## src/rtl/fperr_pkg.sv

```systemverilog
package fperr_pkg;

    localparam int EXC_W_DEF  = 3;
    localparam int INSN_W_DEF = 4;

    // instruction classes 5..12 report core exceptions at once
    localparam logic [15:0] EARLY_INSN_DEF = 16'h1FE0;
    // float store (3), integer store (4), BCD store-and-pop (12)
    localparam logic [15:0] STORE_INSN_DEF = 16'h1018;
    // invalid (0), denormal (1), stack fault (6)
    localparam logic [7:0]  CORE_EXC_DEF   = 8'h43;

    typedef enum logic [1:0] {
        ST_IDLE   = 2'd0,
        ST_PEND   = 2'd1,
        ST_REPORT = 2'd2,
        ST_FREEZE = 2'd3
    } fperr_state_e;

endpackage

```

## src/rtl/fperr_classify.sv

```systemverilog
module fperr_classify #(
    parameter int EXC_W  = 3,
    parameter int INSN_W = 4,
    parameter logic [(1<<INSN_W)-1:0] EARLY_MASK = '0,
    parameter logic [(1<<INSN_W)-1:0] STORE_MASK = '0,
    parameter logic [(1<<EXC_W)-1:0]  CORE_MASK  = '0
) (
    input  logic [EXC_W-1:0]  exc_kind_i,
    input  logic [INSN_W-1:0] insn_kind_i,
    output logic              report_now_o
);

    localparam int N_INSN = 1 << INSN_W;
    localparam int N_EXC  = 1 << EXC_W;

    logic [N_INSN-1:0] early_hit;
    logic [N_INSN-1:0] store_hit;
    logic [N_EXC-1:0]  core_hit;

    // one decode bit per instruction class, gated by the class masks
    for (genvar gi = 0; gi < N_INSN; gi++) begin : g_insn
        assign early_hit[gi] = EARLY_MASK[gi] && (insn_kind_i == INSN_W'(gi));
        assign store_hit[gi] = STORE_MASK[gi] && (insn_kind_i == INSN_W'(gi));
    end

    // one decode bit per exception kind
    for (genvar ge = 0; ge < N_EXC; ge++) begin : g_exc
        assign core_hit[ge] = CORE_MASK[ge] && (exc_kind_i == EXC_W'(ge));
    end

    assign report_now_o = (|store_hit) || ((|early_hit) && (|core_hit));

endmodule

```

## src/rtl/fperr_mode_reg.sv

```systemverilog
module fperr_mode_reg (
    input  logic clk,
    input  logic rst_n,
    input  logic we_i,
    input  logic wdata_i,
    output logic native_o
);

    always_ff @(posedge clk or negedge rst_n) begin
        if (!rst_n) begin
            native_o <= 1'b0;
        end else if (we_i) begin
            native_o <= wdata_i;
        end
    end

    a_r1_mode_load : assert property (@(posedge clk) disable iff (!rst_n)
        we_i |=> (native_o == $past(wdata_i)));

    a_r1_mode_hold : assert property (@(posedge clk) disable iff (!rst_n)
        !we_i |=> $stable(native_o));

endmodule

```

## src/rtl/fperr_fsm.sv

```systemverilog
module fperr_fsm
    import fperr_pkg::*;
(
    input  logic clk,
    input  logic rst_n,
    input  logic native_i,
    input  logic accept_i,
    input  logic report_now_i,
    input  logic fp_start_i,
    input  logic ignore_n_i,
    input  logic clr_i,
    output logic err_n_o,
    output logic freeze_o,
    output logic req_o
);

    fperr_state_e state_q, state_d, base;
    logic         req_d;

    // next-state decision: the clear is applied first, then the cycle's events
    always_comb begin
        base    = clr_i ? ST_IDLE : state_q;
        state_d = base;
        req_d   = 1'b0;
        unique case (base)
            ST_IDLE: begin
                if (accept_i) begin
                    if (report_now_i) begin
                        state_d = ST_REPORT;
                        req_d   = native_i;
                    end else begin
                        state_d = ST_PEND;
                    end
                end
            end
            ST_PEND: begin
                if (fp_start_i) begin
                    if (!native_i && ignore_n_i) begin
                        state_d = ST_FREEZE;
                    end else begin
                        state_d = ST_REPORT;
                        req_d   = native_i;
                    end
                end else if (accept_i && report_now_i) begin
                    state_d = ST_REPORT;
                    req_d   = native_i;
                end
            end
            ST_REPORT: begin
                if (fp_start_i && !native_i && ignore_n_i) begin
                    state_d = ST_FREEZE;
                end
            end
            ST_FREEZE: begin
                if (!ignore_n_i) begin
                    state_d = ST_REPORT;
                end
            end
            default: state_d = ST_IDLE;
        endcase
    end

    // state register and registered request pulse
    always_ff @(posedge clk or negedge rst_n) begin
        if (!rst_n) begin
            state_q <= ST_IDLE;
            req_o   <= 1'b0;
        end else begin
            state_q <= state_d;
            req_o   <= req_d;
        end
    end

    // output decode from held state and mode
    always_comb begin
        err_n_o  = 1'b1;
        freeze_o = 1'b0;
        unique case (state_q)
            ST_IDLE, ST_PEND: begin
                err_n_o  = 1'b1;
                freeze_o = 1'b0;
            end
            ST_REPORT: begin
                err_n_o  = native_i;
                freeze_o = 1'b0;
            end
            ST_FREEZE: begin
                err_n_o  = native_i;
                freeze_o = 1'b1;
            end
            default: begin
                err_n_o  = 1'b1;
                freeze_o = 1'b0;
            end
        endcase
    end

    a_r6_masked_idle : assert property (@(posedge clk) disable iff (!rst_n)
        (state_q == ST_IDLE && !accept_i && !clr_i) |=> (state_q == ST_IDLE));

    a_r5_defer : assert property (@(posedge clk) disable iff (!rst_n)
        (state_q == ST_IDLE && accept_i && !report_now_i && !clr_i) |=> (state_q == ST_PEND));

    a_r9_clear : assert property (@(posedge clk) disable iff (!rst_n)
        (clr_i && !accept_i) |=> (state_q == ST_IDLE && !req_o));

    a_r2_req_native : assert property (@(posedge clk) disable iff (!rst_n)
        req_o |-> $past(native_i));

    a_r2_no_native_freeze : assert property (@(posedge clk) disable iff (!rst_n)
        (native_i && state_q != ST_FREEZE) |=> (state_q != ST_FREEZE));

    a_r7_release : assert property (@(posedge clk) disable iff (!rst_n)
        (state_q == ST_FREEZE && !ignore_n_i && !clr_i) |=> (state_q == ST_REPORT));

    a_r11_sticky : assert property (@(posedge clk) disable iff (!rst_n)
        (state_q == ST_REPORT && !clr_i) |=> (state_q == ST_REPORT || state_q == ST_FREEZE));

endmodule

```

## src/rtl/fperr_report_ctrl.sv

```systemverilog
module fperr_report_ctrl
    import fperr_pkg::*;
#(
    parameter int EXC_W  = EXC_W_DEF,
    parameter int INSN_W = INSN_W_DEF,
    parameter logic [(1<<INSN_W)-1:0] EARLY_MASK = EARLY_INSN_DEF,
    parameter logic [(1<<INSN_W)-1:0] STORE_MASK = STORE_INSN_DEF,
    parameter logic [(1<<EXC_W)-1:0]  CORE_MASK  = CORE_EXC_DEF
) (
    input  logic              clk,
    input  logic              rst_n,
    input  logic              mode_we,
    input  logic              mode_wdata,
    input  logic              exc_valid,
    input  logic              exc_masked,
    input  logic [EXC_W-1:0]  exc_kind,
    input  logic [INSN_W-1:0] insn_kind,
    input  logic              fp_start,
    input  logic              clr_exc,
    input  logic              ignore_n,
    output logic              err_n,
    output logic              exc_req,
    output logic              fp_freeze
);

    logic native_q;
    logic report_now;
    logic accept;

    assign accept = exc_valid && !exc_masked;

    fperr_mode_reg u_mode (
        .clk      (clk),
        .rst_n    (rst_n),
        .we_i     (mode_we),
        .wdata_i  (mode_wdata),
        .native_o (native_q)
    );

    fperr_classify #(
        .EXC_W      (EXC_W),
        .INSN_W     (INSN_W),
        .EARLY_MASK (EARLY_MASK),
        .STORE_MASK (STORE_MASK),
        .CORE_MASK  (CORE_MASK)
    ) u_class (
        .exc_kind_i   (exc_kind),
        .insn_kind_i  (insn_kind),
        .report_now_o (report_now)
    );

    fperr_fsm u_fsm (
        .clk          (clk),
        .rst_n        (rst_n),
        .native_i     (native_q),
        .accept_i     (accept),
        .report_now_i (report_now),
        .fp_start_i   (fp_start),
        .ignore_n_i   (ignore_n),
        .clr_i        (clr_exc),
        .err_n_o      (err_n),
        .freeze_o     (fp_freeze),
        .req_o        (exc_req)
    );

    a_r7_freeze_pin : assert property (@(posedge clk) disable iff (!rst_n)
        (fp_freeze && !native_q) |-> !err_n);

    a_r2_native_pin_quiet : assert property (@(posedge clk) disable iff (!rst_n)
        native_q |-> err_n);

    a_r6_masked_no_req : assert property (@(posedge clk) disable iff (!rst_n)
        (exc_valid && exc_masked && !fp_start && err_n && !fp_freeze && !native_q)
            |=> (err_n && !exc_req));

endmodule

```

## config.mk

```make
export PLATFORM = sky130hd
export DESIGN_NAME = fperr_report_ctrl
export DESIGN_NICKNAME = d
export VERILOG_FILES = /design/src/rtl/fperr_pkg.sv /design/src/rtl/fperr_classify.sv /design/src/rtl/fperr_mode_reg.sv /design/src/rtl/fperr_fsm.sv /design/src/rtl/fperr_report_ctrl.sv
export SDC_FILE = /design/constraint.sdc
export NUM_CORES = 1
export LEC_CHECK = 0
export BUFFER_PORTS_ARGS = -buffer_cell sky130_fd_sc_hd__buf_2
export CORE_AREA = 2 2 39 41
export DETAILED_ROUTE_END_ITERATION = 6
export DIE_AREA = 0 0 41 43
export PLACE_DENSITY = 0.53
export RECOVER_POWER = 50
export SLEW_MARGIN = 20
export SYNTH_ARGS = -nofsm -noshare
export SYNTH_HDL_FRONTEND = slang
export SYNTH_HIERARCHICAL = 1
export SYNTH_SLANG_ARGS = --single-unit
```

## constraint.sdc

```tcl
create_clock -name clk -period 1.2 [get_ports clk]
set_clock_uncertainty 0.2 [all_clocks]
set_input_delay 0.24 -clock clk [delete_from_list [all_inputs] [get_ports clk]]
set_output_delay 0.24 -clock clk [all_outputs]
set_load 0.01 [all_outputs]
```

==> results of run 1 <==
final cells by class:
type,count,area [sq um]
multi-input cells,26,187.7
clock buffers,3,22.52
flip-flops and latches,4,100.1
repair buffers,25,143.9
well taps,16,20.02
inverters,2,7.507
fillers,160,902.1
sequential cells by signal (all words and copies together), names as in the netlist:
register	flops
u_fsm/req_o	1
u_fsm/state_q	2
u_mode/native_o	1
cell families (layout without fill, tap and decap cells):
| family | after synthesis | after routing | share of synthesized area, % |
|---|---|---|---|
| buffers and inverters | 2 | 30 | 2.633 |
| AND/OR/NAND/NOR | 15 | 15 | 30.70 |
| XOR/XNOR | 1 | 1 | 3.071 |
| multiplexers | 1 | 1 | 5.262 |
| AO/OA/AOI/OAI | 9 | 9 | 23.24 |
| flip-flops | 4 | 4 | 35.09 |
layer usage:
| metal | track usage [%] | vias to the layer above |
|---|---|---|
| li1 | - | 173 |
| met1 | 10.48 | 162 |
| met2 | 20.63 | 19 |
| met3 | 1.571 | 4 |
| met4 | 12.00 | 0 |
| met5 | 0 | - |
cell usage in the layout, fill, tap and decap left out, drive strengths merged:
cell type    instances
nand3                2
dlygate4sd3          1
a221oi               1
nand3b               1
o21ai                3
a221o                1
and3b                1
and2                 1
nor2b                2
clkbuf               4
and2b                1
nor2                 3
nor3                 1
a21oi                2
mux2                 1
dfrtp                4
xor2                 1
inv                  2
o2111ai              1
o211ai               1
nand2                3
buf                 23
metrics by stage:
stage / instances / cell area [sq um] / worst slack [ns] / util (%)
2_1_floorplan: 32 / 285.3 / -0.09760 / -
3_3_place_gp: 67 / 402.9 / -0.2556 / 29.11
3_5_place_dp: 67 / 402.9 / -0.2780 / 29.11
4_1_cts: 76 / 476.7 / -0.1428 / 34.45
5_1_grt: 76 / 481.7 / -0.1800 / 34.81
6_report: 76 / 481.7 / -0.1390 / 34.81
critical path, stage by stage, from the launching register on:
cell,delay (ns)
dfrtp_1,0.39
and2_1,0.14
buf_2,0.13
final timing paths:
check / from / endpoint / slack (ns) / cells after the start
worst max-delay path: u_fsm/state_q[1] / fp_freeze / -0.14 / 2
worst min-delay path: mode_wdata / u_mode/native_o / 0.03 / 2
worst max register to register: u_mode/native_o / u_fsm/state_q[0] / -0.11 / 4
worst min register to register: u_fsm/state_q[0] / u_fsm/state_q[0] / 0.46 / 3
max in group asynchronous: rst_n / u_fsm/state_q[0] / 0.44 / 2
min in group asynchronous: rst_n / u_mode/native_o / 0.16 / 2
repair_timing:
action,4_1_cts,5_1_grt
setup buffers,5,1
pin swaps,0,2
hold buffers,1,0
resized for setup,2,1
hold endpoints to repair,4,0
cloned,0,0
endpoints found under the setup margin,3,6
power by group through the flow:
| stage | logic, W | registers, W | clock network [W] |
|---|---|---|---|
| after global placement | 0.000104 | 0.000169 | 0 |
| after detailed placement | 0.000107 | 0.000169 | 0 |
| after floorplan | 0.0000529 | 0.000165 | 0 |
| after global routing | 0.000170 | 0.000159 | 0.000194 |
| final | 0.000158 | 0.000158 | 0.000173 |
| after CTS | 0.000151 | 0.000158 | 0.000176 |
==> impl_metrics.toml, run 1 <==
[power]
p_comb_share_pct = 32.2
peakVddDrop_mv = 0.2432
seqPwrFrac_pct = 32.4
p_per_area_nw_per_um2 = 1016
switching_power_w = 0.0001437
sw_frac_of_total_pct = 29.36
power.total_w = 0.0004894
p_leak_nw = 0.2477
power_frac_clock_pct = 35.4
internal_power_w = 0.0003457

[placed_design]
portBuffers = 18
hpwlAfterDp_um = 566.3
place.gp.congestion = 0.6816

[route]
drt_wl_total_um = 929
ant_nets = 0
routedWlPerCell_um = 12.22
routed_via_density = 4.711
wl_met1_um = 355
wl_met2_um = 488
drt_first_pass_iters = 4
drt_iter0_drc = 4
wl_met3_um = 52
topRoutingLayerUsed = "met4"
vias = 358
drc = 0

[floorplanning]
core_area_sq_um = 1384
num_rows = 14
die_area_sq_um = 1763
die_w_um = 41
die_h_um = 43
initial_core_util_pct = 20.61
io_pins = 19

[synth]
synth_commonest_cells = "dfrtp_1, nand2_1, nor2_1"
synthFlopType = "dfrtp_1"
yosysMostFrequentCell = "dfrtp_1"
ys_async_sr_fraction_pct = 100.0
ys_top_cells_by_area = "dfrtp_1, a221oi_2, mux2_4, nor2b_4, nand2_1"
syn_area_sq_um = 285.3
synth_seq_area_share_pct = 35.09
netlist.area_leader.share_pct = 35.09
syn-num-nets = 48
synth-edff-count = 0
synth-seq-cells = 4
ys.warnings.count = 6
syn_inst = 32
yosysTopAreaCell = "dfrtp_1"
postSynthAreaPerCell_sq_um = 8.915
ys_types = 21

[sta]
period_minus_slack_ns = 1.339
max_slew_margin_pct = 84.53
timing.fmax_mhz = 746.8
setup_slack_ns = -0.1390
tightestPinTransition_ns = 0.2321
setup_tns_ns = -0.4497
setup_viol = 4
finalCritPeriodShare_pct = 111.6
hold_viol = 0
finalMaxSlewViolations = 0
rsz0062_at_grt = "yes"
fin_hold_ws_ns = 0.03320

[cts]
clock_latency_ns = 0.24
cts_made_buffers = 3
clk_pin_slew_worst_paths_ns = 0.04
clock_path_buffers = 2
cts_root_buf = "clkbuf_4"
cts_tree = "built"
htreeDepth = 1
cts_num_sinks = 4

[critical_path]
path_class = "register to output port"
cp-start-kind = "register"
cp_data_required_time_ns = 0.76
worstPathArrival_ns = 0.90
cp-end-kind = "output port"
crit_path_max_fanout = 3

[global_routing]
grt_max_degree = 6
grt_pass1_vias = 349
grt_pass1_wl_mm = 1.345
grt-ovfl-total = 0
antenna_found_initial = 0
grt_use_total_pct = 12.00

[worst_hold_path]
holdCritPathClass = "primary input to register"

[status]
violations = "setup timing"
status = "complete, but fails checks"

[finish]
n_antenna_cell = 0
post_route_cells_drive_above_1_share_pct = 53.33
area_growth_pct = 68.86
nets = 78

[run]
maxCapViolations = 0
No activity file was read; power rests on OpenSTA's default activity.
==> inputs of run 2 (changes only) <==
- CELL_PAD_IN_SITES_DETAIL_PLACEMENT: unset -> 0
- CELL_PAD_IN_SITES_GLOBAL_PLACEMENT: unset -> 1
- PLACE_DENSITY: 0.53 -> 0.68
==> impl_metrics.toml, run 2 (synthesis gave the netlist of run 1 again) <==
[power]
internal_power_w = 0.0003596
switching_power_w = 0.0001368
power_frac_clock_pct = 32.8
seqPwrFrac_pct = 31.9
p_per_area_nw_per_um2 = 949.2
sw_frac_of_total_pct = 27.56
p_leak_nw = 0.2710
p_comb_share_pct = 35.3
peakVddDrop_mv = 0.2686

[cts]
cts_tree = "built"
clk_pin_slew_worst_paths_ns = 0.04
cts_root_buf = "clkbuf_4"
cts_num_sinks = 4
clock_path_buffers = 2
htreeDepth = 1
cts_made_buffers = 3
clock_latency_ns = 0.23

[finish]
final_cell_mix = "buf_2, buf_4, buf_6, dfrtp_1"
final_core_util_pct = 37.79
post_route_cells_drive_above_1_share_pct = 57.38
n_antenna_cell = 0
n_fill_cell = 152
regMostFlops = "u_fsm/state_q"
nets = 79
largest_registers = "u_fsm/state_q x2, u_fsm/req_o x1, u_mode/native_o x1"
final_common_cell = "buf_2"
stdcell_count = 77
largest_reg_flops = 2
postLayoutCellArea_sq_um = 523.0
multi_input_area_sq_um = 198.9
register_area_sq_um = 100.1
area_growth_pct = 83.33

[critical_path]
crit_buf_inv = 1
r2r_cells = 4
r2r_start = "u_mode/native_o"
critical-path-slowest-cell = "dfrtp_1"
cp-start-kind = "register"
crit_family = "flip-flops"
path_class = "register to output port"
startpoint = "u_fsm/state_q[0]"
worstPathArrival_ns = 0.89
cp-end-kind = "output port"
crit_path_max_fanout = 2
ff2ff_setup_slack_ns = -0.05
path_cells = "and2_1, buf_2"
cp_data_required_time_ns = 0.76
slowest_delay_ns = 0.38
r2r-end = "u_fsm/state_q[0]"

[sta]
setup_viol = 4
rsz0062_at_grt = "yes"
max_slew_margin_pct = 84.64
setup_slack_ns = -0.1261
finalCritPeriodShare_pct = 110.5
finalMaxSlewViolations = 0
period_minus_slack_ns = 1.326
tightestPinTransition_ns = 0.2303
timing.fmax_mhz = 754.1
hold_viol = 0

[placed_design]
portBuffers = 18
place_inst = 67
hpwlAfterDp_um = 552.8
place.gp.congestion = 0.6607
dpl-instance-area_sq_um = 402.9

[status]
status = "complete, but fails checks"
violations = "setup timing"

[route]
drt_wl_total_um = 810
ant_nets = 0
drt_iter0_drc = 3
vias = 337
routedWlPerCell_um = 10.52
drc = 0
routed_via_density = 4.377
drt_first_pass_iters = 4

[worst_hold_path]
hp-start = "mode_wdata"
holdCritPathClass = "primary input to register"
hold_end = "u_mode/native_o"
whs_path_depth = 2

[global_routing]
grt-ovfl-total = 0
grt_use_total_pct = 10.97
grt_pass1_vias = 335
grt_max_degree = 6
antenna_found_initial = 0
grt_pass1_wl_mm = 1.276

[floorplanning]
initial_core_util_pct = 20.61
num_rows = 14
die_area_sq_um = 1763
die_w_um = 41
die_h_um = 43
io_pins = 19
core_area_sq_um = 1384

[run]
maxCapViolations = 0
[run 2: how the worst max path moves through the flow]
stage / end / slack [ns] / cells past startpoint
after detailed placement: u_fsm/state_q[0] / -0.28 / 6
after floorplan: u_fsm/state_q[0] / -0.1 / 5
after global routing: fp_freeze / -0.19 / 2
final: fp_freeze / -0.13 / 2
after global placement: u_fsm/state_q[0] / -0.27 / 6
after CTS: fp_freeze / -0.15 / 2
[run 2: per-layer routing]
metal | track usage, % | share of wire (%) | up-vias
li1 | - | - | 176
met1 | 13.27 | 43 | 153
met2 | 16.56 | 53 | 8
met3 | 0 | 4.1 | 0
met4 | 10.00 | 0 | 0
met5 | 0 | 0 | -
[run 2: layout make-up]
class,count,area share [%]
clock buffer,3,4.306
inverter,2,1.435
multi-input combinational,26,38.04
sequential,4,19.14
tap,16,3.828
timing repair buffer,26,33.25
[run 2: timing repair]
item	4_1_cts	5_1_grt
hold buffers	1	0
gates resized for setup	1	9
buffers inserted	4	2
pin swaps	1	5
setup endpoints to repair	3	5
hold endpoints to repair	4	0
[run 2: power by group through the flow]
stage          clock network, W   logic, W  registers, W
3_3_place_gp                  0   0.000107      0.000168
6_report               0.000163   0.000175      0.000158
3_5_place_dp                  0   0.000108      0.000167
4_1_cts                0.000177   0.000141      0.000158
5_1_grt                0.000185   0.000191      0.000160
2_1_floorplan                 0  0.0000529      0.000165
[run 2: stage by stage]
stage | worst slack, ns | TNS, ns | total power (W) | hold WS [ns]
2_1_floorplan | -0.09760 | -0.1301 | 0.0002179 | -0.2556
3_5_place_dp | -0.2779 | -0.6522 | 0.0002747 | -0.1474
6_report | -0.1261 | -0.2892 | 0.0004964 | 0.03965
3_3_place_gp | -0.2677 | -0.6520 | 0.0002749 | -0.1536
4_1_cts | -0.1510 | -0.3128 | 0.0004761 | 0.02556
5_1_grt | -0.1949 | -0.5749 | 0.0005359 | 0.03231
==> inputs of run 3 (changes only) <==
- SETUP_SLACK_MARGIN: unset -> 0.15
==> impl_metrics.toml, run 3 (synthesis gave the netlist of run 1 again) <==
[global_routing]
grt_max_degree = 6
grt_pass1_vias = 340
grt_pass1_wl_mm = 1.283
grt-ovfl-total = 0
grt_use_total_pct = 10.97
antenna_found_initial = 0

[critical_path]
cp-end-kind = "output port"
worstPathArrival_ns = 0.89
cp.depth = 2
r2r_cells = 4
crit_family = "flip-flops"
path_class = "register to output port"
slowest_delay_ns = 0.39
cp_data_required_time_ns = 0.76
crit_path_max_fanout = 3
critical-path-slowest-cell = "dfrtp_1"
cp-start-kind = "register"
ff2ff_setup_slack_ns = -0.11
crit_buf_inv = 1
path_cells = "and2_1, buf_2"

[route]
drt_iter0_drc = 3
vias = 331
routedWlPerCell_um = 10.12
drt_first_pass_iters = 2
drt_wl_total_um = 779
drc = 0
routed_via_density = 4.299
ant_nets = 0

[finish]
post_route_cells_drive_above_1_share_pct = 54.10
largest_reg_flops = 2
area_growth_pct = 74.12
largest_registers = "u_fsm/state_q x2, u_fsm/req_o x1, u_mode/native_o x1"
final_common_cell = "buf_2"
nets = 79
regMostFlops = "u_fsm/state_q"
n_antenna_cell = 0
final_core_util_pct = 35.90
final_cell_mix = "buf_2, buf_4, dfrtp_1"

[cts]
htreeDepth = 1
clock_latency_ns = 0.23
cts_num_sinks = 4
clock_path_buffers = 2
cts_root_buf = "clkbuf_4"
cts_tree = "built"
cts_made_buffers = 3
clk_pin_slew_worst_paths_ns = 0.04

[power]
sw_frac_of_total_pct = 27.04
seqPwrFrac_pct = 32.7
peakVddDrop_mv = 0.2678
p_per_area_nw_per_um2 = 979.5
switching_power_w = 0.0001316
internal_power_w = 0.0003550
p_leak_nw = 0.2551
p_comb_share_pct = 34.1
power_frac_clock_pct = 33.3

[sta]
max_slew_margin_pct = 84.69
tightestPinTransition_ns = 0.2297
setup_viol = 5
rsz0062_at_grt = "yes"
fin_hold_ws_ns = 0.04037
period_minus_slack_ns = 1.325
timing.fmax_mhz = 754.5
setup_slack_ns = -0.1254
finalMaxSlewViolations = 0
finalCritPeriodShare_pct = 110.4
hold_viol = 0

[floorplanning]
die_area_sq_um = 1763
die_h_um = 43
die_w_um = 41
io_pins = 19
core_area_sq_um = 1384
initial_core_util_pct = 20.61
num_rows = 14

[worst_hold_path]
holdCritPathClass = "primary input to register"
whs_path_depth = 2

[placed_design]
portBuffers = 18
hpwlAfterDp_um = 552.8
place.gp.congestion = 0.6607

[status]
status = "complete, but fails checks"
violations = "setup timing"

[run]
maxCapViolations = 0
[run 3: layout make-up]
type | instances | area, sq um
tap | 16 | 20.02
timing repair buffer | 26 | 158.9
multi-input combinational | 26 | 187.7
fill | 157 | 887.1
sequential | 4 | 100.1
inverter | 2 | 7.507
clock buffer | 3 | 22.52
[run 3: final timing paths]
check                                        end             start
worst max-delay path                   fp_freeze  u_fsm/state_q[1]
worst min-delay path             u_mode/native_o        mode_wdata
worst max register to register       u_fsm/req_o  u_fsm/state_q[1]
worst min register to register   u_mode/native_o   u_mode/native_o
max in group asynchronous       u_fsm/state_q[0]             rst_n
min in group asynchronous        u_mode/native_o             rst_n
[run 3: worst register-to-register path, cell delays in order (launching register included)]
cell and delay [ns]:
dfrtp_1 0.39, buf_4 0.14, buf_6 0.11, buf_4 0.14
a221oi_2 0.24
[run 3: per-stage QoR]
| step | total power (W) | TNS, ns | instance area (sq um) | instances | setup WS [ns] |
|---|---|---|---|---|---|
| 4_1_cts | 0.0004923 | -0.5077 | 486.7 | 76 | -0.1465 |
| 6_report | 0.0004865 | -0.5066 | 496.7 | 77 | -0.1254 |
| 5_1_grt | 0.0005275 | -0.7928 | 496.7 | 77 | -0.1969 |
| 3_5_place_dp | 0.0002747 | -0.6522 | 402.9 | 67 | -0.2779 |
| 3_3_place_gp | 0.0002749 | -0.6520 | 402.9 | 67 | -0.2677 |
| 2_1_floorplan | 0.0002179 | -0.1301 | 285.3 | 32 | -0.09760 |
[run 3: repair_timing]
action | CTS | global route
setup endpoints to repair | 6 | 7
pin swaps | 1 | 1
setup buffers | 5 | 1
hold buffers | 1 | 0
endpoints found under the hold margin | 4 | 0
resized for setup | 4 | 1
[run 3: per-layer routing]
layer	global-route usage [%]	wire, um	vias to the layer above
met5	0	0	-
met4	10.00	0	0
met3	0	33	0
met2	16.56	386	8
met1	13.27	359	147
li1	-	-	176
[run 3: power by group through the flow]
stage	combinational, W	clock (W)	sequential [W]
finish	0.000166	0.000162	0.000159
global route	0.000181	0.000186	0.000160
CTS	0.000158	0.000177	0.000157
detailed placement	0.000108	0	0.000167
global placement	0.000107	0	0.000168
floorplan	0.0000529	0	0.000165
